<file path="src/rtl/rtcp_pkg.sv">
// Package: shared types for the RTC periodic output block.
// Assumes the period encoding is fixed by the control register layout.
package rtcp_pkg;

    typedef enum logic [1:0] {
        PER_64HZ = 2'b00,
        PER_SEC  = 2'b01,
        PER_MIN  = 2'b10,
        PER_HOUR = 2'b11
    } period_e;

    localparam int NUM_PERIODS = 4;

    typedef struct packed {
        logic    irq_mode;
        period_e period;
    } cfg_t;

endpackage

</file>
<file path="src/rtl/rtcp_carry_sel.sv">
// Module: picks the carry strobe that starts an output event.
// Assumes the strobes are one system clock wide and that index i of
// carries belongs to period code i.
module rtcp_carry_sel
    import rtcp_pkg::*;
#(
    parameter int NUM_SRC = NUM_PERIODS,
    localparam int SEL_W  = $clog2(NUM_SRC)
) (
    input  logic [NUM_SRC-1:0] carries,
    input  logic [SEL_W-1:0]   sel,
    output logic               event_strobe
);

    logic [NUM_SRC-1:0] hit;

    // One-hot decode of the select, gated by each source strobe.
    for (genvar i = 0; i < NUM_SRC; i++) begin : g_src
        assign hit[i] = carries[i] && (sel == SEL_W'(i));
    end

    // At most one source is decoded, so an OR reduction is the multiplexer.
    always_comb begin
        event_strobe = |hit;
    end

    // the decoded selection never enables two sources.
    always_comb begin
        a_r1_onehot_sel: assert ($onehot0(hit));
    end

endmodule

</file>
<file path="src/rtl/rtcp_width_timer.sv">
// Module: pulse-width timer shared by both output modes.
// It holds the pulse active for PULSE_TICKS ticks counted after the
// start cycle. Assumes tick is a one-cycle strobe. Priority order:
// kill, then start, then release, then counting.
module rtcp_width_timer #(
    parameter int PULSE_TICKS = 1,
    localparam int CNT_W      = $clog2(PULSE_TICKS + 1)
) (
    input  logic clk,
    input  logic rst_n,
    input  logic tick,
    input  logic start,
    input  logic kill,
    input  logic release_req,
    output logic active
);

    logic [CNT_W-1:0] remaining;

    // Load on start, count ticks while active, and drop on expiry, kill or release.
    always_ff @(posedge clk) begin
        if (!rst_n) begin
            active    <= 1'b0;
            remaining <= '0;
        end else if (kill) begin
            active    <= 1'b0;
            remaining <= '0;
        end else if (start) begin
            active    <= 1'b1;
            remaining <= CNT_W'(PULSE_TICKS);
        end else if (release_req) begin
            active    <= 1'b0;
            remaining <= '0;
        end else if (tick && active) begin
            if (remaining == CNT_W'(1)) begin
                active    <= 1'b0;
                remaining <= '0;
            end else begin
                remaining <= remaining - CNT_W'(1);
            end
        end
    end

    // a kill request always releases on the next clock.
    a_r8_kill_releases: assert property (@(posedge clk) disable iff (!rst_n)
        kill |=> !active);

    // a start without kill leaves the pulse active.
    a_r10_start_active: assert property (@(posedge clk) disable iff (!rst_n)
        (start && !kill) |=> active);

    // the count stays within the programmed width.
    a_r3_count_bound: assert property (@(posedge clk) disable iff (!rst_n)
        remaining <= CNT_W'(PULSE_TICKS));

    // an idle timer holds a zero count.
    a_r3_idle_zero: assert property (@(posedge clk) disable iff (!rst_n)
        !active |-> (remaining == '0));

endmodule

</file>
<file path="src/rtl/rtcp_irq_flag.sv">
// Module: readable IRQ flag. It is set by an unmasked event and cleared
// by a software strobe. Assumes set has priority over clear.
module rtcp_irq_flag (
    input  logic clk,
    input  logic rst_n,
    input  logic set_req,
    input  logic clr_req,
    output logic flag
);

    // Hold the flag, with set winning over a clear in the same cycle.
    always_ff @(posedge clk) begin
        if (!rst_n) begin
            flag <= 1'b0;
        end else if (set_req) begin
            flag <= 1'b1;
        end else if (clr_req) begin
            flag <= 1'b0;
        end
    end

    // a clear alone empties the flag on the next clock.
    a_r7_clear_alone: assert property (@(posedge clk) disable iff (!rst_n)
        (clr_req && !set_req) |=> !flag);

    // with no request, the flag keeps its value.
    a_r7_hold: assert property (@(posedge clk) disable iff (!rst_n)
        (!clr_req && !set_req) |=> $stable(flag));

endmodule

</file>
<file path="src/rtl/rtcp_cfg_watch.sv">
// Module: flags a change of the mode and period bits against the
// previous clock. Assumes the configuration is stable except for writes.
module rtcp_cfg_watch
    import rtcp_pkg::*;
(
    input  logic clk,
    input  logic rst_n,
    input  cfg_t cfg,
    output logic changed
);

    cfg_t cfg_q;

    // Remember the configuration seen on the last clock.
    always_ff @(posedge clk) begin
        if (!rst_n) begin
            cfg_q <= '{irq_mode: 1'b0, period: PER_64HZ};
        end else begin
            cfg_q <= cfg;
        end
    end

    // Compare the present configuration with the stored copy.
    always_comb begin
        changed = (cfg != cfg_q);
    end

endmodule

</file>
<file path="src/rtl/rtcp_pulse_out.sv">
// Module: top of the RTC periodic output. It selects the carry for the
// programmed period and runs a shared width timer for both modes. It
// drives the pull-low enable and the IRQ flag. Assumes all strobes are
// one clock wide and synchronous to clk.
module rtcp_pulse_out
    import rtcp_pkg::*;
#(
    parameter int PULSE_TICKS = 1
) (
    input  logic       clk,
    input  logic       rst_n,
    input  logic       tick_128,
    input  logic       carry_64hz,
    input  logic       carry_sec,
    input  logic       carry_min,
    input  logic       carry_hour,
    input  logic       cfg_mask,
    input  logic       cfg_irq_mode,
    input  logic [1:0] cfg_period,
    input  logic       flag_clr,
    output logic       pin_pull_low,
    output logic       irq_flag
);

    logic [NUM_PERIODS-1:0] carries;
    logic                   sel_strobe;
    logic                   cfg_changed;
    logic                   start_evt;
    logic                   kill_req;
    logic                   rel_req;
    cfg_t                   cfg_now;

    // Gather the carry strobes in period-code order and pack the config.
    always_comb begin
        carries = {carry_hour, carry_min, carry_sec, carry_64hz};
        cfg_now = '{irq_mode: cfg_irq_mode, period: period_e'(cfg_period)};
    end

    rtcp_carry_sel #(.NUM_SRC(NUM_PERIODS)) u_sel (
        .carries      (carries),
        .sel          (cfg_period),
        .event_strobe (sel_strobe)
    );

    rtcp_cfg_watch u_watch (
        .clk     (clk),
        .rst_n   (rst_n),
        .cfg     (cfg_now),
        .changed (cfg_changed)
    );

    // Derive the event and the release requests for the timer.
    always_comb begin
        start_evt = sel_strobe && !cfg_mask;
        kill_req  = cfg_mask || cfg_changed;
        rel_req   = flag_clr && cfg_irq_mode;
    end

    rtcp_width_timer #(.PULSE_TICKS(PULSE_TICKS)) u_timer (
        .clk         (clk),
        .rst_n       (rst_n),
        .tick        (tick_128),
        .start       (start_evt),
        .kill        (kill_req),
        .release_req (rel_req),
        .active      (pin_pull_low)
    );

    rtcp_irq_flag u_flag (
        .clk     (clk),
        .rst_n   (rst_n),
        .set_req (start_evt),
        .clr_req (flag_clr),
        .flag    (irq_flag)
    );

    // the mask keeps the pin open.
    a_r4_mask_open: assert property (@(posedge clk) disable iff (!rst_n)
        cfg_mask |=> !pin_pull_low);

    // a masked event never raises the flag.
    a_r4_mask_no_flag: assert property (@(posedge clk) disable iff (!rst_n)
        (cfg_mask && !irq_flag) |=> !irq_flag);

    // the pin only starts low after a selected carry.
    a_r1_rise_needs_carry: assert property (@(posedge clk) disable iff (!rst_n)
        $rose(pin_pull_low) |-> $past(sel_strobe));

    // an unmasked event with a steady config pulls low and flags.
    a_r2_event_out: assert property (@(posedge clk) disable iff (!rst_n)
        (sel_strobe && !cfg_mask && !cfg_changed) |=> (pin_pull_low && irq_flag));

    // an interrupt-mode clear without an event releases the pin.
    a_r5_clear_release: assert property (@(posedge clk) disable iff (!rst_n)
        (flag_clr && cfg_irq_mode && !sel_strobe) |=> !pin_pull_low);

    // a standard-mode clear without a tick keeps an active pulse.
    a_r6_clear_keeps: assert property (@(posedge clk) disable iff (!rst_n)
        (flag_clr && !cfg_irq_mode && pin_pull_low && !tick_128 && !cfg_mask
         && !cfg_changed) |=> pin_pull_low);

endmodule

</file>
<file path="config.mk">
export PLATFORM = sky130hd
export DESIGN_NAME = rtcp_pulse_out
export DESIGN_NICKNAME = d
export VERILOG_FILES = /design/src/rtl/rtcp_pkg.sv /design/src/rtl/rtcp_carry_sel.sv /design/src/rtl/rtcp_width_timer.sv /design/src/rtl/rtcp_irq_flag.sv /design/src/rtl/rtcp_cfg_watch.sv /design/src/rtl/rtcp_pulse_out.sv
export SDC_FILE = /design/constraint.sdc
export NUM_CORES = 1
export LEC_CHECK = 0
export BUFFER_PORTS_ARGS = -buffer_cell sky130_fd_sc_hd__clkbuf_2
export CORE_AREA = 2 2 39 41
export DETAILED_ROUTE_END_ITERATION = 8
export DIE_AREA = 0 0 41 43
export PLACE_DENSITY = 0.47
export SYNTH_ARGS = -nofsm -noshare
export SYNTH_HDL_FRONTEND = slang
export SYNTH_SLANG_ARGS = --single-unit
</file>
<file path="constraint.sdc">
create_clock -name clk -period 0.9 [get_ports clk]
set_input_delay 0.045 -clock clk [delete_from_list [all_inputs] [get_ports clk]]
set_output_delay 0.045 -clock clk [all_outputs]
set_load 0.03 [all_outputs]
</file>
Word-level counts from Yosys, hierarchy flattened
Cells that the tools add are included.
{"block": "totals", "regBits": 6, "inputBits": 12}
{"block": "classes", "n_addsub": 1, "n_eq_ne": 4, "mux": 10, "bitwise_logic": 1, "n_reduce_logical": 16}
{"operator": "$mux 1", "n": 10}
{"operator": "$logic_and 1x1->1", "n": 7}
{"operator": "$reduce_bool 3->1", "n": 2}
{"operator": "$eq 2x2->1 const B", "n": 2}
{"operator": "$reduce_or 4->1", "n": 1}
{"operator": "$ne 3x3->1", "n": 1}
{"operator": "$eq 2x1->1 const B", "n": 1}
{"operator": "$logic_not 2->1", "n": 1}
{"operator": "$reduce_and 2->1", "n": 1}
{"operator": "$reduce_bool 2->1", "n": 1}
{"operator": "$reduce_or 2->1", "n": 1}
{"operator": "$logic_not 1->1", "n": 1}
{"operator": "$logic_or 1x1->1", "n": 1}
{"operator": "$not 1->1", "n": 1}
{"operator": "$sub 1x1->1 const B", "n": 1}

Longest topological paths before layout
{"block": "depth", "ltp_word": 6, "mapped_depth": 3}

Modules after synthesis
From an unflattened synthesis, not the netlist that was laid out.
{"block": "hier_totals", "cells_unflattened": 29, "hier_area_um2": 300.3}
{"mod": "rtcp_cfg_watch", "instances": 1, "cells_each": 10, "area_per_inst_um2": 111.4}
{"mod": "rtcp_width_timer", "instances": 1, "cells_each": 12, "area_per_inst_um2": 103.8}
{"mod": "rtcp_irq_flag", "instances": 1, "cells_each": 3, "area_per_inst_um2": 41.3}
{"mod": "rtcp_carry_sel", "instances": 1, "cells_each": 1, "area_per_inst_um2": 22.5}
{"mod": "rtcp_pulse_out", "instances": 1, "cells_each": 3, "area_per_inst_um2": 21.3}

Worst setup path before layout
No wires, ideal clock.
{"block": "synth_timing", "kind": "flip-flop to flip-flop", "start": "reg u_timer.active", "end": "reg u_timer.remaining", "setup_time_ns": 0.124, "arrival_time_ns": 0.859, "required_time_ns": 0.776, "setup_slack_ns": -0.083, "path_stages_with_launch": 4, "n_path_buf": 0, "cell_sequence": "dfxtp_1 a21boi_0 o21ai_0 a21oi_1"}
{"block": "synth_between", "elab_chain_cells": 2}
{"item": "start: declaration", "line": "rtcp_width_timer.sv:15", "rtl": "output logic active"}
{"item": "start signal: assignment", "line": "rtcp_width_timer.sv:23", "rtl": "active <= 1'b0;"}
{"item": "start signal: assignment", "line": "rtcp_width_timer.sv:26", "rtl": "active <= 1'b0;"}
{"item": "start signal: assignment", "line": "rtcp_width_timer.sv:29", "rtl": "active <= 1'b1;"}
{"item": "$logic_and 1x1->1", "line": "rtcp_width_timer.sv:34", "rtl": "end else if (tick && active) begin"}
{"item": "$reduce_bool 3->1 (no line)"}
{"item": "end signal: assignment", "line": "rtcp_width_timer.sv:30", "rtl": "remaining <= CNT_W'(PULSE_TICKS);"}
{"item": "end signal: assignment", "line": "rtcp_width_timer.sv:39", "rtl": "remaining <= remaining - CNT_W'(1);"}
{"item": "end: declaration", "line": "rtcp_width_timer.sv:18", "rtl": "logic [CNT_W-1:0] remaining;"}
Every way passes these cells.
A chain may end at the register's enable or synchronous reset.

Worst setup path in the final report
{"block": "layout_timing", "start": "reg u_timer.active", "end": "out pin_pull_low"}
{"item": "end: declaration", "line": "rtcp_pulse_out.sv:21", "rtl": "output logic pin_pull_low,"}
No word-level cell between the ends.

==> run metrics <==
status=complete, no violations; initial antenna violation count=0; DR vias=253; Layout Skew=0.00435 ns; Final Worst Setup Slack=0.0750 ns; hold crit path type=input port to register; row count=14; pre-CTS setup slack=-0.0137 ns; largest net degree at the start of global routing=6; Hold Vio Cnt, Final=0; layout cell share with drive strength beyond 1=47.8%; Remaining Overflow, GRT=0; Max Slew Vio Count=0; Top Family by Delay on Critical Path=flip-flops; TritonCTS buffer count=3; # DRC=0; kind of critical path=register to primary output; Buffers on Ports=13; CTS H-tree lvls=1; synth unique cells=18; RSZ-0062 raised after global routing=no; CTS root buf=clkbuf_4; Worst-Skew Late Latency=0.25 ns; Final period util=91.7%; violation count after the first detailed-route iteration=0; Critical Path End Type=primary output; Final min period=0.825 ns; Slew @ Worst Pin=0.189 ns; Total GRT Usage=8.13%; Syn-to-layout area delta=40.8%; WP data required=0.85 ns; Post-CTS Hold Fix Bufs=0; share of the synthesized area in the top cell type=42.1%; syn_nets=41; register bit total from synthesis=6; Mapped Cells=29; chip height=43 um; worst-case clock buffer depth=2; gpl congestion=0.621; Slowest-stage cell, CP=dfxtp_2; max_cap viols=0; max incr delay on CP=0.33 ns; Syn Area/Cell=9.84 sq um; yosys warns=0; Synth area leader=dfxtp_1; Peak Freq=1.21 GHz; setup_tns=0 ns; Worst Path Arrival=0.78 ns; Setup violations, final=0; die area=0.00176 sq mm; Post-CTS Setup Repair Bufs=0; Power Density=1570 mW/mm^2; chip width=41 um; worst-path fanout max=4; clk sink count=6; number of diodes=0; Core Area=0.00138 sq mm; final WL=516 um; CTS tree=yes; sequential area share after synthesis=42.1%; top post-synthesis cells by area=dfxtp_1 42%, xnor2_1 9.2%, mux2_4 5.3%, a22oi_2 4.4%, and2_1 4.4%; Worst-path clk slew=0.05 ns; CP bufs+invs=1; worst rel slew slack=87.4%; Final ANT Viol Nets=0; synthesized area=285 sq um; vias in the first global route=240; first-pass GRT wire length=903 um; cell breakdown of the critical path=clkbuf_2; crit path launch type=register; leak pwr=0.000175 uW; Via density=4.08; I/O pin count=14; initial core utilization=20.6%; First-pass DRT Iterations=1; WL per Instance=8.32 um; Peak VDD IR=0.000649 V; Layout Nets=60
[report_power, final]
| part | internal (uW) | switching [uW] | leakage [uW] | total [uW] |
|---|---|---|---|---|
| clock | 151 | 102 | 0.0000138 | 253 |
| sequential | 278 | 4.89 | 0.0000499 | 283 |
| combinational | 52.9 | 40.0 | 0.000112 | 92.9 |
[area by class of cell]
cell class / instances / area, sq um
fill: 151 / 982
multi-input combinational: 23 / 165
sequential: 6 / 121
timing repair buffer: 14 / 72.6
clock buffer: 3 / 22.5
tap: 16 / 20.0
[cells in the mapped netlist]
cell	n
a21boi_0	1
a21boi_1	1
a21oi_1	2
a22oi_2	1
and2_1	2
and2_2	1
and3b_1	1
dfxtp_1	6
mux2_2	1
mux2_4	1
nand2_1	2
nand2b_1	1
nand3_1	1
nand4_1	1
nor2_1	1
nor2b_1	2
o21ai_0	1
xnor2_1	3
[flip-flops by register name, indices dropped and copies added (netlist names)]
| name | flops |
|---|---|
| u_timer.remaining | 1 |
| u_watch.cfg_q | 3 |
| u_timer.active | 1 |
| u_flag.flag | 1 |
[placed cells by master (no fill, tap or decap), drive strengths merged]
cell type,n
buf,1
mux2,2
nand2,2
a21oi,2
nand2b,1
xnor2,3
a21boi,2
nand4,1
dfxtp,6
o21ai,1
nor2b,2
and2,3
clkbuf,16
and3b,1
a22oi,1
nand3,1
nor2,1
[through the flow]
stage	std cells	hold WS [ns]	area, sq um	utilization, %	power, uW
6_report	62	0.0478	402	29.0	629
5_1_grt	62	0.0517	402	29.0	671
4_1_cts	62	0.0439	402	29.0	641
3_5_place_dp	59	0.305	379	27.4	382
3_3_place_gp	59	0.303	379	27.4	382
2_1_floorplan	29	0.167	287	-	338
[what timing repair did]
item,4_1_cts,5_1_grt
gates resized for setup,0,1
endpoints found under the setup margin,0,1
hold endpoints to repair,0,0
[logic make-up (layout without fill, tap and decap cells)]
kind of cell    count (synthesis)  after routing  synth area share (%)
simple gates                   12             12                  24.6
mux                             2              2                  9.21
compound gates                  6              6                  14.9
xor+xnor                        3              3                  9.21
buf+inv                         0             17                     0
flops                           6              6                  42.1
[final timing paths]
kind	start	to	slack, ns	cells after the start
hold reg to reg	u_flag.flag	u_flag.flag	0.48	2
setup reg to reg	u_timer.remaining	u_timer.remaining	0.07	3
setup / recovery	u_timer.active	pin_pull_low	0.07	1
hold / removal	cfg_irq_mode	u_watch.cfg_q[2]	0.05	2
[per-layer routing]
metal / vias up / global-route usage, % / part of all wire [%]
met1: 100 / 11.3 / 49
met2: 16 / 8.75 / 36
met5: - / 0 / 0
li1: 135 / - / -
met4: 0 / 8.00 / 1.9
met3: 2 / 3.14 / 13
Power figures use the tool's default switching activity.
